## config.mk

```make
export PLATFORM = sky130hd
export DESIGN_NAME = ep_out_rxbuf
export DESIGN_NICKNAME = d
export VERILOG_FILES = /design/src/rtl/ep_rx_pkg.sv /design/src/rtl/ep_rx_ram.sv /design/src/rtl/ep_rx_wr.sv /design/src/rtl/ep_rx_banks.sv /design/src/rtl/ep_out_rxbuf.sv
export SDC_FILE = /design/constraint.sdc
export NUM_CORES = 1
export LEC_CHECK = 0
export ABC_CLOCK_PERIOD_IN_PS = 5350
export CORE_MARGIN = 10
export CORE_UTILIZATION = 65
export DETAILED_ROUTE_END_ITERATION = 8
export GPL_TIMING_DRIVEN = 0
export PLACE_DENSITY = 0.84
export SETUP_SLACK_MARGIN = 0.5
export SLEW_MARGIN = 20
export SYNTH_ARGS = -nofsm -noshare
export SYNTH_HDL_FRONTEND = slang
export SYNTH_SLANG_ARGS = --single-unit
```

## constraint.sdc

```tcl
create_clock -name clk -period 5.35 [get_ports clk]
set_clock_uncertainty 0.15 [all_clocks]
set_input_delay 1.605 -clock clk [delete_from_list [all_inputs] [get_ports clk]]
set_output_delay 1.605 -clock clk [all_outputs]
set_load 0.005 [all_outputs]
```

## src/rtl/ep_rx_pkg.sv

```systemverilog
package ep_rx_pkg;
  localparam int NBANK = 2;

  typedef enum logic {
    HS_NAK = 1'b0,
    HS_ACK = 1'b1
  } hs_code_e;
endpackage

```

## src/rtl/ep_rx_ram.sv

```systemverilog
// Simple dual-port storage for all banks; registered read for RAM inference.
module ep_rx_ram #(
  parameter int DW = 8,
  parameter int AW = 5
) (
  input  logic          clk,
  input  logic          we,
  input  logic [AW-1:0] waddr,
  input  logic [DW-1:0] wdata,
  input  logic          re,
  input  logic [AW-1:0] raddr,
  output logic [DW-1:0] rdata
);
  localparam int DEPTH = 1 << AW;

  logic [DW-1:0] mem [0:DEPTH-1];

  always_ff @(posedge clk) begin
    if (we) mem[waddr] <= wdata;
    if (re) rdata <= mem[raddr];
  end
endmodule

```

## src/rtl/ep_rx_wr.sv

```systemverilog
// Bus-side packet writer: byte offset, overflow and refusal tracking, verdict.
module ep_rx_wr #(
  parameter int BANK_BYTES = 16,
  parameter int OFF_W      = 4,
  parameter int CNT_W      = 5
) (
  input  logic             clk,
  input  logic             rst,
  input  logic             byte_vld,
  input  logic             eop,
  input  logic             tgt_full,
  output logic             ram_we,
  output logic [OFF_W-1:0] ram_off,
  output logic             commit,
  output logic [CNT_W-1:0] commit_cnt,
  output logic             hs_vld,
  output logic             hs_ack
);
  import ep_rx_pkg::*;

  localparam logic [CNT_W-1:0] LIMIT = CNT_W'(BANK_BYTES);

  logic             in_pkt;
  logic             blk_q;
  logic             ovf_q;
  logic [CNT_W-1:0] wcnt;
  logic             blk_now;
  logic             room;

  // refusal is decided on the bank state seen at the first byte
  assign blk_now    = in_pkt ? blk_q : tgt_full;
  assign room       = (wcnt < LIMIT);
  assign ram_we     = byte_vld & ~blk_now & room;
  assign ram_off    = wcnt[OFF_W-1:0];
  assign commit     = eop & ~blk_now & ~ovf_q;
  assign commit_cnt = wcnt;

  always_ff @(posedge clk) begin
    if (rst) begin
      in_pkt <= 1'b0;
      blk_q  <= 1'b0;
      ovf_q  <= 1'b0;
      wcnt   <= '0;
      hs_vld <= 1'b0;
      hs_ack <= HS_NAK;
    end else if (eop) begin
      in_pkt <= 1'b0;
      blk_q  <= 1'b0;
      ovf_q  <= 1'b0;
      wcnt   <= '0;
      hs_vld <= 1'b1;
      hs_ack <= commit ? HS_ACK : HS_NAK;
    end else begin
      hs_vld <= 1'b0;
      hs_ack <= HS_NAK;
      if (byte_vld) begin
        in_pkt <= 1'b1;
        if (!in_pkt) blk_q <= tgt_full;
        if (room) wcnt  <= wcnt + 1'b1;
        else      ovf_q <= 1'b1;
      end
    end
  end

  a_r1_verdict_follows_eop: assert property (@(posedge clk) disable iff (rst)
    eop |=> hs_vld);
  a_r10_overflow_nak: assert property (@(posedge clk) disable iff (rst)
    (eop && ovf_q) |=> (hs_vld && !hs_ack));
  a_r7_held_bank_nak: assert property (@(posedge clk) disable iff (rst)
    (eop && !in_pkt && tgt_full) |=> (hs_vld && !hs_ack));
endmodule

```

## src/rtl/ep_rx_banks.sv

```systemverilog
// Per-bank full/count state and the write/read ping-pong pointers.
module ep_rx_banks #(
  parameter int BANK_BYTES = 16,
  parameter int CNT_W      = 5
) (
  input  logic             clk,
  input  logic             rst,
  input  logic             dual,
  input  logic             commit,
  input  logic [CNT_W-1:0] commit_cnt,
  input  logic             release_i,
  output logic             wp,
  output logic             rp,
  output logic             wp_full,
  output logic             rp_full,
  output logic             nxt_full,
  output logic [CNT_W-1:0] rp_cnt
);
  import ep_rx_pkg::*;

  logic [NBANK-1:0] full_v;
  logic [CNT_W-1:0] cnt_v [NBANK];
  logic             nxt;

  for (genvar b = 0; b < NBANK; b++) begin : g_bank
    logic             f_q;
    logic [CNT_W-1:0] c_q;

    always_ff @(posedge clk) begin
      if (rst) begin
        f_q <= 1'b0;
        c_q <= '0;
      end else if (commit && (wp == 1'(b))) begin
        f_q <= 1'b1;
        c_q <= commit_cnt;
      end else if (release_i && (rp == 1'(b))) begin
        f_q <= 1'b0;
      end
    end

    assign full_v[b] = f_q;
    assign cnt_v[b]  = c_q;
  end

  always_ff @(posedge clk) begin
    if (rst) begin
      wp <= 1'b0;
      rp <= 1'b0;
    end else begin
      if (commit)    wp <= wp ^ dual;
      if (release_i) rp <= rp ^ dual;
    end
  end

  assign nxt      = rp ^ dual;
  assign wp_full  = full_v[wp];
  assign rp_full  = full_v[rp];
  assign rp_cnt   = cnt_v[rp];
  assign nxt_full = dual & (full_v[nxt] | (commit & (wp == nxt)));

  a_r9_no_commit_into_full: assert property (@(posedge clk) disable iff (rst)
    commit |-> !wp_full);
  a_r8_release_swaps_bank: assert property (@(posedge clk) disable iff (rst)
    (release_i && dual) |=> (rp != $past(rp)));
  a_r11_single_uses_bank0: assert property (@(posedge clk) disable iff (rst)
    !dual |-> (!wp && !rp));
  a_r1_count_bounded: assert property (@(posedge clk) disable iff (rst)
    rp_full |-> (rp_cnt <= CNT_W'(BANK_BYTES)));
endmodule

```

## src/rtl/ep_out_rxbuf.sv

```systemverilog
// Top: OUT endpoint receive buffer, one or two banks.
module ep_out_rxbuf #(
  parameter int BANK_BYTES = 16,
  parameter int DW         = 8,
  localparam int OFF_W     = $clog2(BANK_BYTES),
  localparam int CNT_W     = OFF_W + 1
) (
  input  logic             clk,
  input  logic             rst,
  input  logic             cfg_dual,
  input  logic             bus_byte_vld,
  input  logic [DW-1:0]    bus_byte,
  input  logic             bus_eop,
  output logic             bus_hs_vld,
  output logic             bus_hs_ack,
  input  logic             cpu_rd,
  output logic [DW-1:0]    cpu_rd_data,
  output logic [CNT_W-1:0] cpu_byte_cnt,
  input  logic             pkt_flag_we,
  input  logic             pkt_flag_wval,
  input  logic             rel_we,
  input  logic             rel_wval,
  input  logic             pkt_ie,
  output logic             pkt_flag,
  output logic             bank_held,
  output logic             rd_allow,
  output logic             irq
);
  localparam int AW = OFF_W + 1;

  logic             ram_we;
  logic [OFF_W-1:0] ram_off;
  logic             commit;
  logic [CNT_W-1:0] commit_cnt;
  logic             wp, rp;
  logic             wp_full, rp_full, nxt_full;
  logic [CNT_W-1:0] rp_cnt;
  logic             release_w;
  logic             rd_fire;
  logic [CNT_W-1:0] rdcnt;
  logic [CNT_W-1:0] remain;
  logic             rd_vld_q;
  logic [DW-1:0]    ram_q;
  logic             flag_q;

  ep_rx_wr #(.BANK_BYTES(BANK_BYTES), .OFF_W(OFF_W), .CNT_W(CNT_W)) u_wr (
    .clk(clk), .rst(rst), .byte_vld(bus_byte_vld), .eop(bus_eop),
    .tgt_full(wp_full), .ram_we(ram_we), .ram_off(ram_off),
    .commit(commit), .commit_cnt(commit_cnt),
    .hs_vld(bus_hs_vld), .hs_ack(bus_hs_ack)
  );

  ep_rx_banks #(.BANK_BYTES(BANK_BYTES), .CNT_W(CNT_W)) u_banks (
    .clk(clk), .rst(rst), .dual(cfg_dual), .commit(commit),
    .commit_cnt(commit_cnt), .release_i(release_w),
    .wp(wp), .rp(rp), .wp_full(wp_full), .rp_full(rp_full),
    .nxt_full(nxt_full), .rp_cnt(rp_cnt)
  );

  ep_rx_ram #(.DW(DW), .AW(AW)) u_ram (
    .clk(clk), .we(ram_we), .waddr({wp, ram_off}), .wdata(bus_byte),
    .re(rd_fire), .raddr({rp, rdcnt[OFF_W-1:0]}), .rdata(ram_q)
  );

  assign remain    = rp_full ? (rp_cnt - rdcnt) : '0;
  assign rd_allow  = (remain != '0);
  assign rd_fire   = cpu_rd & rd_allow;
  assign release_w = rel_we & ~rel_wval & ~flag_q & rp_full;

  always_ff @(posedge clk) begin
    if (rst) begin
      rdcnt    <= '0;
      rd_vld_q <= 1'b0;
    end else begin
      rd_vld_q <= rd_fire;
      if (release_w)    rdcnt <= '0;
      else if (rd_fire) rdcnt <= rdcnt + 1'b1;
    end
  end

  // flag: reload on bank hand-over, set on arrival into viewed bank, else clear by 0
  always_ff @(posedge clk) begin
    if (rst)                                flag_q <= 1'b0;
    else if (release_w)                     flag_q <= nxt_full;
    else if (commit && (wp == rp))          flag_q <= 1'b1;
    else if (pkt_flag_we && !pkt_flag_wval) flag_q <= 1'b0;
  end

  assign cpu_rd_data  = rd_vld_q ? ram_q : '0;
  assign cpu_byte_cnt = remain;
  assign pkt_flag     = flag_q;
  assign bank_held    = rp_full;
  assign irq          = flag_q & pkt_ie;

  a_r6_empty_read_zero: assert property (@(posedge clk) disable iff (rst)
    (cpu_rd && !rd_allow) |=> (cpu_rd_data == '0));
  a_r5_pop_decrements: assert property (@(posedge clk) disable iff (rst)
    (cpu_rd && rd_allow && !rel_we) |=> (cpu_byte_cnt == $past(cpu_byte_cnt) - 1'b1));
  a_r4_held_while_flag: assert property (@(posedge clk) disable iff (rst)
    (pkt_flag && bank_held) |=> bank_held);
  a_r2_flag_means_held: assert property (@(posedge clk) disable iff (rst)
    pkt_flag |-> bank_held);
endmodule

```

Word level (Yosys, flattened, before mapping):

Memories as Yosys holds them, arrays and structs flattened. A register that Yosys moved wholly into a read port is not among the register bits.
Index checks and enable logic that the tools add are counted.
Widths: inputs -> output; s select.

* $add $sub $neg: 3
* magnitude comparators: 5
* equal/unequal tests: 2
* mux-type cells: 23
* bitwise operators: 23
* reduce and logical (&&, ||, !) cells: 16

Operator list (count)
* $mux 5: 4
* $mux 1: 18
* $and 1x1->1: 11
* $add 5x1->5 const B: 2
* $mux 8: 1
* $not 1->1: 8
* $logic_and 1x1->1: 6
* $lt 1x2->1 const B: 3
* $reduce_or 2->1: 3
* $lt 5x5->1 const B: 1
* $reduce_bool 5->1: 1
* $sub 5x5->5: 1
* $reduce_and 2->1: 2
* $reduce_bool 2->1: 2
* $reduce_bool 3->1: 1
* $eq 1x1->1: 2
* $ge 2x2->1 const B: 1
* $not 1->2: 1
* $xor 1x1->1: 2
* $logic_not 1->1: 1
* $or 1x1->1: 1

* register bits: 31
* RAM bits: 256
* input bits: 19
* output and inout port bits: 19
* logic and storage cells: 88
* memories kept: 1

Memories
* u_ram.mem: depth 32, bits a word 8, read ports 1, clocked after memory_dff 1, write ports 1, line ep_rx_ram.sv:16 `logic [DW-1:0] mem [0:DEPTH-1];`

Logic depth before layout (Yosys ltp):

* depth after elaboration: 10
* gate-level depth with buffers: 12
* gate-level depth less buffers: 10

Hierarchy:

Synthesis repeated with hierarchy kept, for this count alone.

* cell total of the unflattened synthesis: 611
* area total of the unflattened synthesis: 11796.3 sq um

Modules (own cells, without submodules)
* ep_rx_ram: times used 1, cells an instance 417, area an instance 10133.5 sq um, seq. area each 7927.6 sq um
* ep_rx_banks: times used 1, cells an instance 74, area an instance 630.6 sq um, seq. area each 280.3 sq um
* ep_out_rxbuf: times used 1, cells an instance 76, area an instance 600.6 sq um, seq. area each 140.1 sq um
* ep_rx_wr: times used 1, cells an instance 44, area an instance 431.7 sq um, seq. area each 200.2 sq um

Worst setup path after synthesis:

Ideal clock, no wire load.

* path type: register -> output
* start point: register u_banks.rp
* end point: output port rd_allow
* arrival time: 2.083 ns
* setup slack: 1.512 ns
* stages on the path, launching flop included: 9
* buffers on the path: 1
* path through: dfxtp_1 buf_2 mux2_2 ha_1 and3b_1 nor3_1 o2111ai_1 o31ai_4 inv_2

* cells in the longest elaborated chain, start to end: 7
* elaborated cells between the ends (all ways): 9
* those cells by class: add/sub (1); mux (6); bitwise (1); reduce/logical (1)

RTL lines
* from (decl): line ep_rx_banks.sv:13 `output logic rp,`
* from (signal assigned): line ep_rx_banks.sv:51 `if (release_i) rp <= rp ^ dual;`
* $not 1->2 (implied by the code): line ep_rx_banks.sv:58 `assign rp_cnt = cnt_v[rp];`
* $mux 5 (implied by the code) (3 in series): line ep_rx_banks.sv:58
* $sub 5x5->5: line ep_out_rxbuf.sv:65 `assign remain = rp_full ? (rp_cnt - rdcnt) : '0;`
* $mux 5 *: line ep_out_rxbuf.sv:65
* $reduce_bool 5->1 *: line ep_out_rxbuf.sv:66 `assign rd_allow = (remain != '0);`
* to (decl): line ep_out_rxbuf.sv:26 `output logic rd_allow,`

Mark *: on every way between the ends. The rest lies on a longest branch, timed or not. The select of a mux whose other input is x is not followed.

Worst setup path in the final report:

Ends and elaborated chain as after synthesis.

==> metrics.md <==
| Metric | Value |
|---|---|
| CP startpoint | u_banks.rp |
| Routed met2 length | 13,600 um |
| TNS Setup | 0 ns |
| Wire per inst | 27.9 um |
| Top cells by area, synth | edfxtp_1 (67%), mux4_2 (14%), dfxtp_1 (5.2%) |
| Syn Inst Count | 628 |
| CP Class | reg2out |
| GPL Wtd Cong | 0.883 |
| First-pass GRT wire length | 40,000 um |
| Top-area cell type share of the netlist area | 67.0% |
| Status | completed |
| Final hold vios | 0 |
| List of most frequent post-synthesis cells | edfxtp_1 (264), mux4_2 (76), nor2_1 (60), nand2_1 (44), dfxtp_1 (31) |
| DP HPWL | 16,500 um |
| Ports | 38 |
| Largest net degree at the start of global routing | 33 |
| Worst endpoint data arrival time | 2.98 ns |
| Top FF cell, synth | edfxtp_1 |
| DRT met1 WL | 9700 um |
| Dominant cell type by area after synthesis | edfxtp_1 |
| Clk root buf | clkbuf_16 |
| CTS buffer count | 28 |
| LEAKAGE | 4.29 nW |
| Max-Cap Viols | 0 |
| R2r endpoint | u_ram.rdata[0] |
| DR iter-0 viols | 710 |
| Final Critical Period | 4.73 ns |
| Final WL | 26,400 um |
| Crit start category | register |
| Worst-skew pair later-pin latency | 0.53 ns |
| Unique cell type count in the Yosys netlist | 45 |
| Layout fillers | 976 |
| Flop2flop setup slack | 2.44 ns |
| Fin crit share | 88.5% |
| Switch Pwr | 0.939 mW |
| Final Power | 4.63 mW |
| Die Span X | 155 um |
| I/O Buffers | 37 |
| Synth warnings | 0 |
| Synth Cell Area | 11,800 um2 |
| CP Capture Point | rd_allow |
| Crit path capture type | primary output |
| Detail Route met3 WL | 2230 um |
| Grt ovf | 0 |
| Nets | 725 |
| Post-Place Setup Slack | 0.643 ns |
| Die area | 24,000 um2 |
| Clk sink count | 295 |
| Core footprint | 18,000 um2 |
| Count leader, synth | edfxtp_1 |
| Post-Syn Nets | 657 |
| RSZ-0062 raised after global routing | no |
| Highest routed layer | met4 |
| # DRC | 0 |
| DRT Pass-1 Iters | 6 |
| Flop pwr share | 54.8% |
| Via-to-Cell Ratio | 6.60 |
| Number of global-route vias before repair | 6,456 |
| Hold Path Depth | 2 |
| Combinational group share of total power | 4.1% |
| Clock buffer depth | 3 |
| Sw frac | 20.3% |
| FP Rows | 49 |
| Int Power | 3.69 mW |
| Worst slew pin tran | 0.912 ns |
| Max FO, Critical Path | 10 |
| Clock power share | 41.1% |
| Area growth, synth to finish | 13.4% |
| PnR worst setup slack | 0.618 ns |
| TritonCTS clock tree | yes |
| Initial Util | 65.9% |
| Number of enable flip-flop cells after synthesis | 264 |
| Die Span Y | 155 um |
| Fin. max-slew vios | 0 |
| Antenna violations before repair | 0 |
| Relative slew slack | 39.0% |
| GRT Overall Usage | 21.9% |
| Worst hold-check path type | reg2reg |
| Syn_area_per_cell | 18.8 um2 |
| Antenna viol nets, final | 0 |
| Via count | 6,251 |
| Power Density | 345 nW/um2 |
| H-tree levels | 1 |
| Worst-path clk slew | 0.06 ns |
| Post-synth ARST share | 0% |
| Yosys reg bits | 295 |
| Reg-to-Reg Start | u_banks.rp |
| Fmax | 0.211 GHz |
| Register area share after synthesis | 72.3% |
| Worst path required time | 3.60 ns |
| R2R cell count | 12 |
| Peak VDD IR | 0.000311 V |
| # setup viols final | 0 |
| Fraction of layout cells with a size suffix above 1 | 22.7% |
metrics by stage:
stage	hold slack (ns)	cell area, um2	std cells	utilization [%]
5_1_grt	0.342	13400	946	74.7
2_1_floorplan	0.283	11800	628	-
3_3_place_gp	0.292	12500	894	69.5
4_1_cts	0.321	13400	946	74.8
6_report	0.328	13400	947	74.7
3_5_place_dp	0.305	12500	894	69.5
layout by cell type, fill, tap and decap left out, types with 5 or more instances in the layout:
cell and instances:
buf_2 13, edfxtp_1 264, a21oi_1 16, nand2_1 44, clkbuf_1 17, clkinv_2 6, and2_1 9, ha_1 7
inv_1 10, dfxtp_1 30, nor2b_1 5, buf_6 7, o21ai_0 8, mux4_2 76, nand3_1 8, clkbuf_16 29
clkdlybuf4s50_1 27, mux2i_1 8, nor2_1 60
worst max-delay path, stage by stage (launching register included):
cell and delay, ns:
dfxtp_1 0.34, buf_6 0.16, buf_8 0.15, mux2i_4 0.24, ha_2 0.22, fa_2 0.24
nor2b_1 0.05, o21a_1 0.22, o21a_1 0.24, o31ai_4 0.22, inv_2 0.09, dlygate4sd2_1 0.28
power by group through the flow:
| stage | clock network [mW] | registers [mW] | logic, mW |
|---|---|---|---|
| 2_1_floorplan | 0 | 2.58 | 0.0978 |
| 3_3_place_gp | 0 | 2.58 | 0.179 |
| 3_5_place_dp | 0 | 2.59 | 0.187 |
| 4_1_cts | 1.91 | 2.54 | 0.193 |
| 5_1_grt | 2.00 | 2.53 | 0.204 |
| 6_report | 1.90 | 2.53 | 0.192 |
layout make-up:
cell class                 instances  area [um2]  area share (%)
antenna                            1        2.50          0.0186
buffer                            29         228            1.70
clock buffer                      36         752            5.60
clock inverter                    15         126           0.942
inverter                          12        45.0           0.336
multi-input combinational        292        3090            23.0
sequential                       295        8550            63.7
tap                              229         287            2.13
timing repair buffer              38         339            2.53
layer usage:
layer  track usage, %  up-vias
met1             29.0     3186
met2             36.6      386
met5                0        -
li1                 -     2622
met4             6.43        0
met3             3.83       57
sequential cells by signal, summed over array words and instances (netlist names), 2 cells and up:
name,cells
u_ram.rdata,8
rdcnt,5
u_wr.commit_cnt,5
u_ram.mem,256
u_banks.g_bank.f_q,2
u_banks.g_bank.c_q,10
worst min path at each step:
stage | endpoint | slack (ns) | start
finish | u_banks.g_bank[1].c_q[4] | 0.33 | u_banks.g_bank[1].c_q[4]
global route | u_banks.g_bank[1].c_q[4] | 0.34 | u_banks.g_bank[1].c_q[4]
CTS | u_banks.g_bank[1].c_q[3] | 0.32 | u_banks.g_bank[1].c_q[3]
detailed placement | u_banks.g_bank[1].c_q[1] | 0.31 | u_banks.g_bank[1].c_q[1]
global placement | u_banks.g_bank[1].c_q[2] | 0.29 | u_banks.g_bank[1].c_q[2]
floorplan | u_banks.g_bank[1].c_q[2] | 0.28 | u_banks.g_bank[1].c_q[2]
kinds of logic (layout without fill, tap and decap cells):
family          after synthesis  count (layout)  share of synthesized area, %
flops                       295             295                          72.3
buf+inv                      41             130                          2.10
other cells                   0               1                             0
compound gates               35              35                          1.85
fa+ha+maj                    10              10                          1.12
simple gates                147             147                          5.69
xor+xnor                      8               8                         0.592
mux                          92              92                          16.4
what timing repair did:
action | 4_1_cts | 5_1_grt
setup buffers | 1 | 0
setup endpoints to repair | 2 | 2
gates resized for setup | 16 | 4
pin swaps | 4 | 2
hold buffers | 0 | 0
Power figures use the tool's default switching activity.
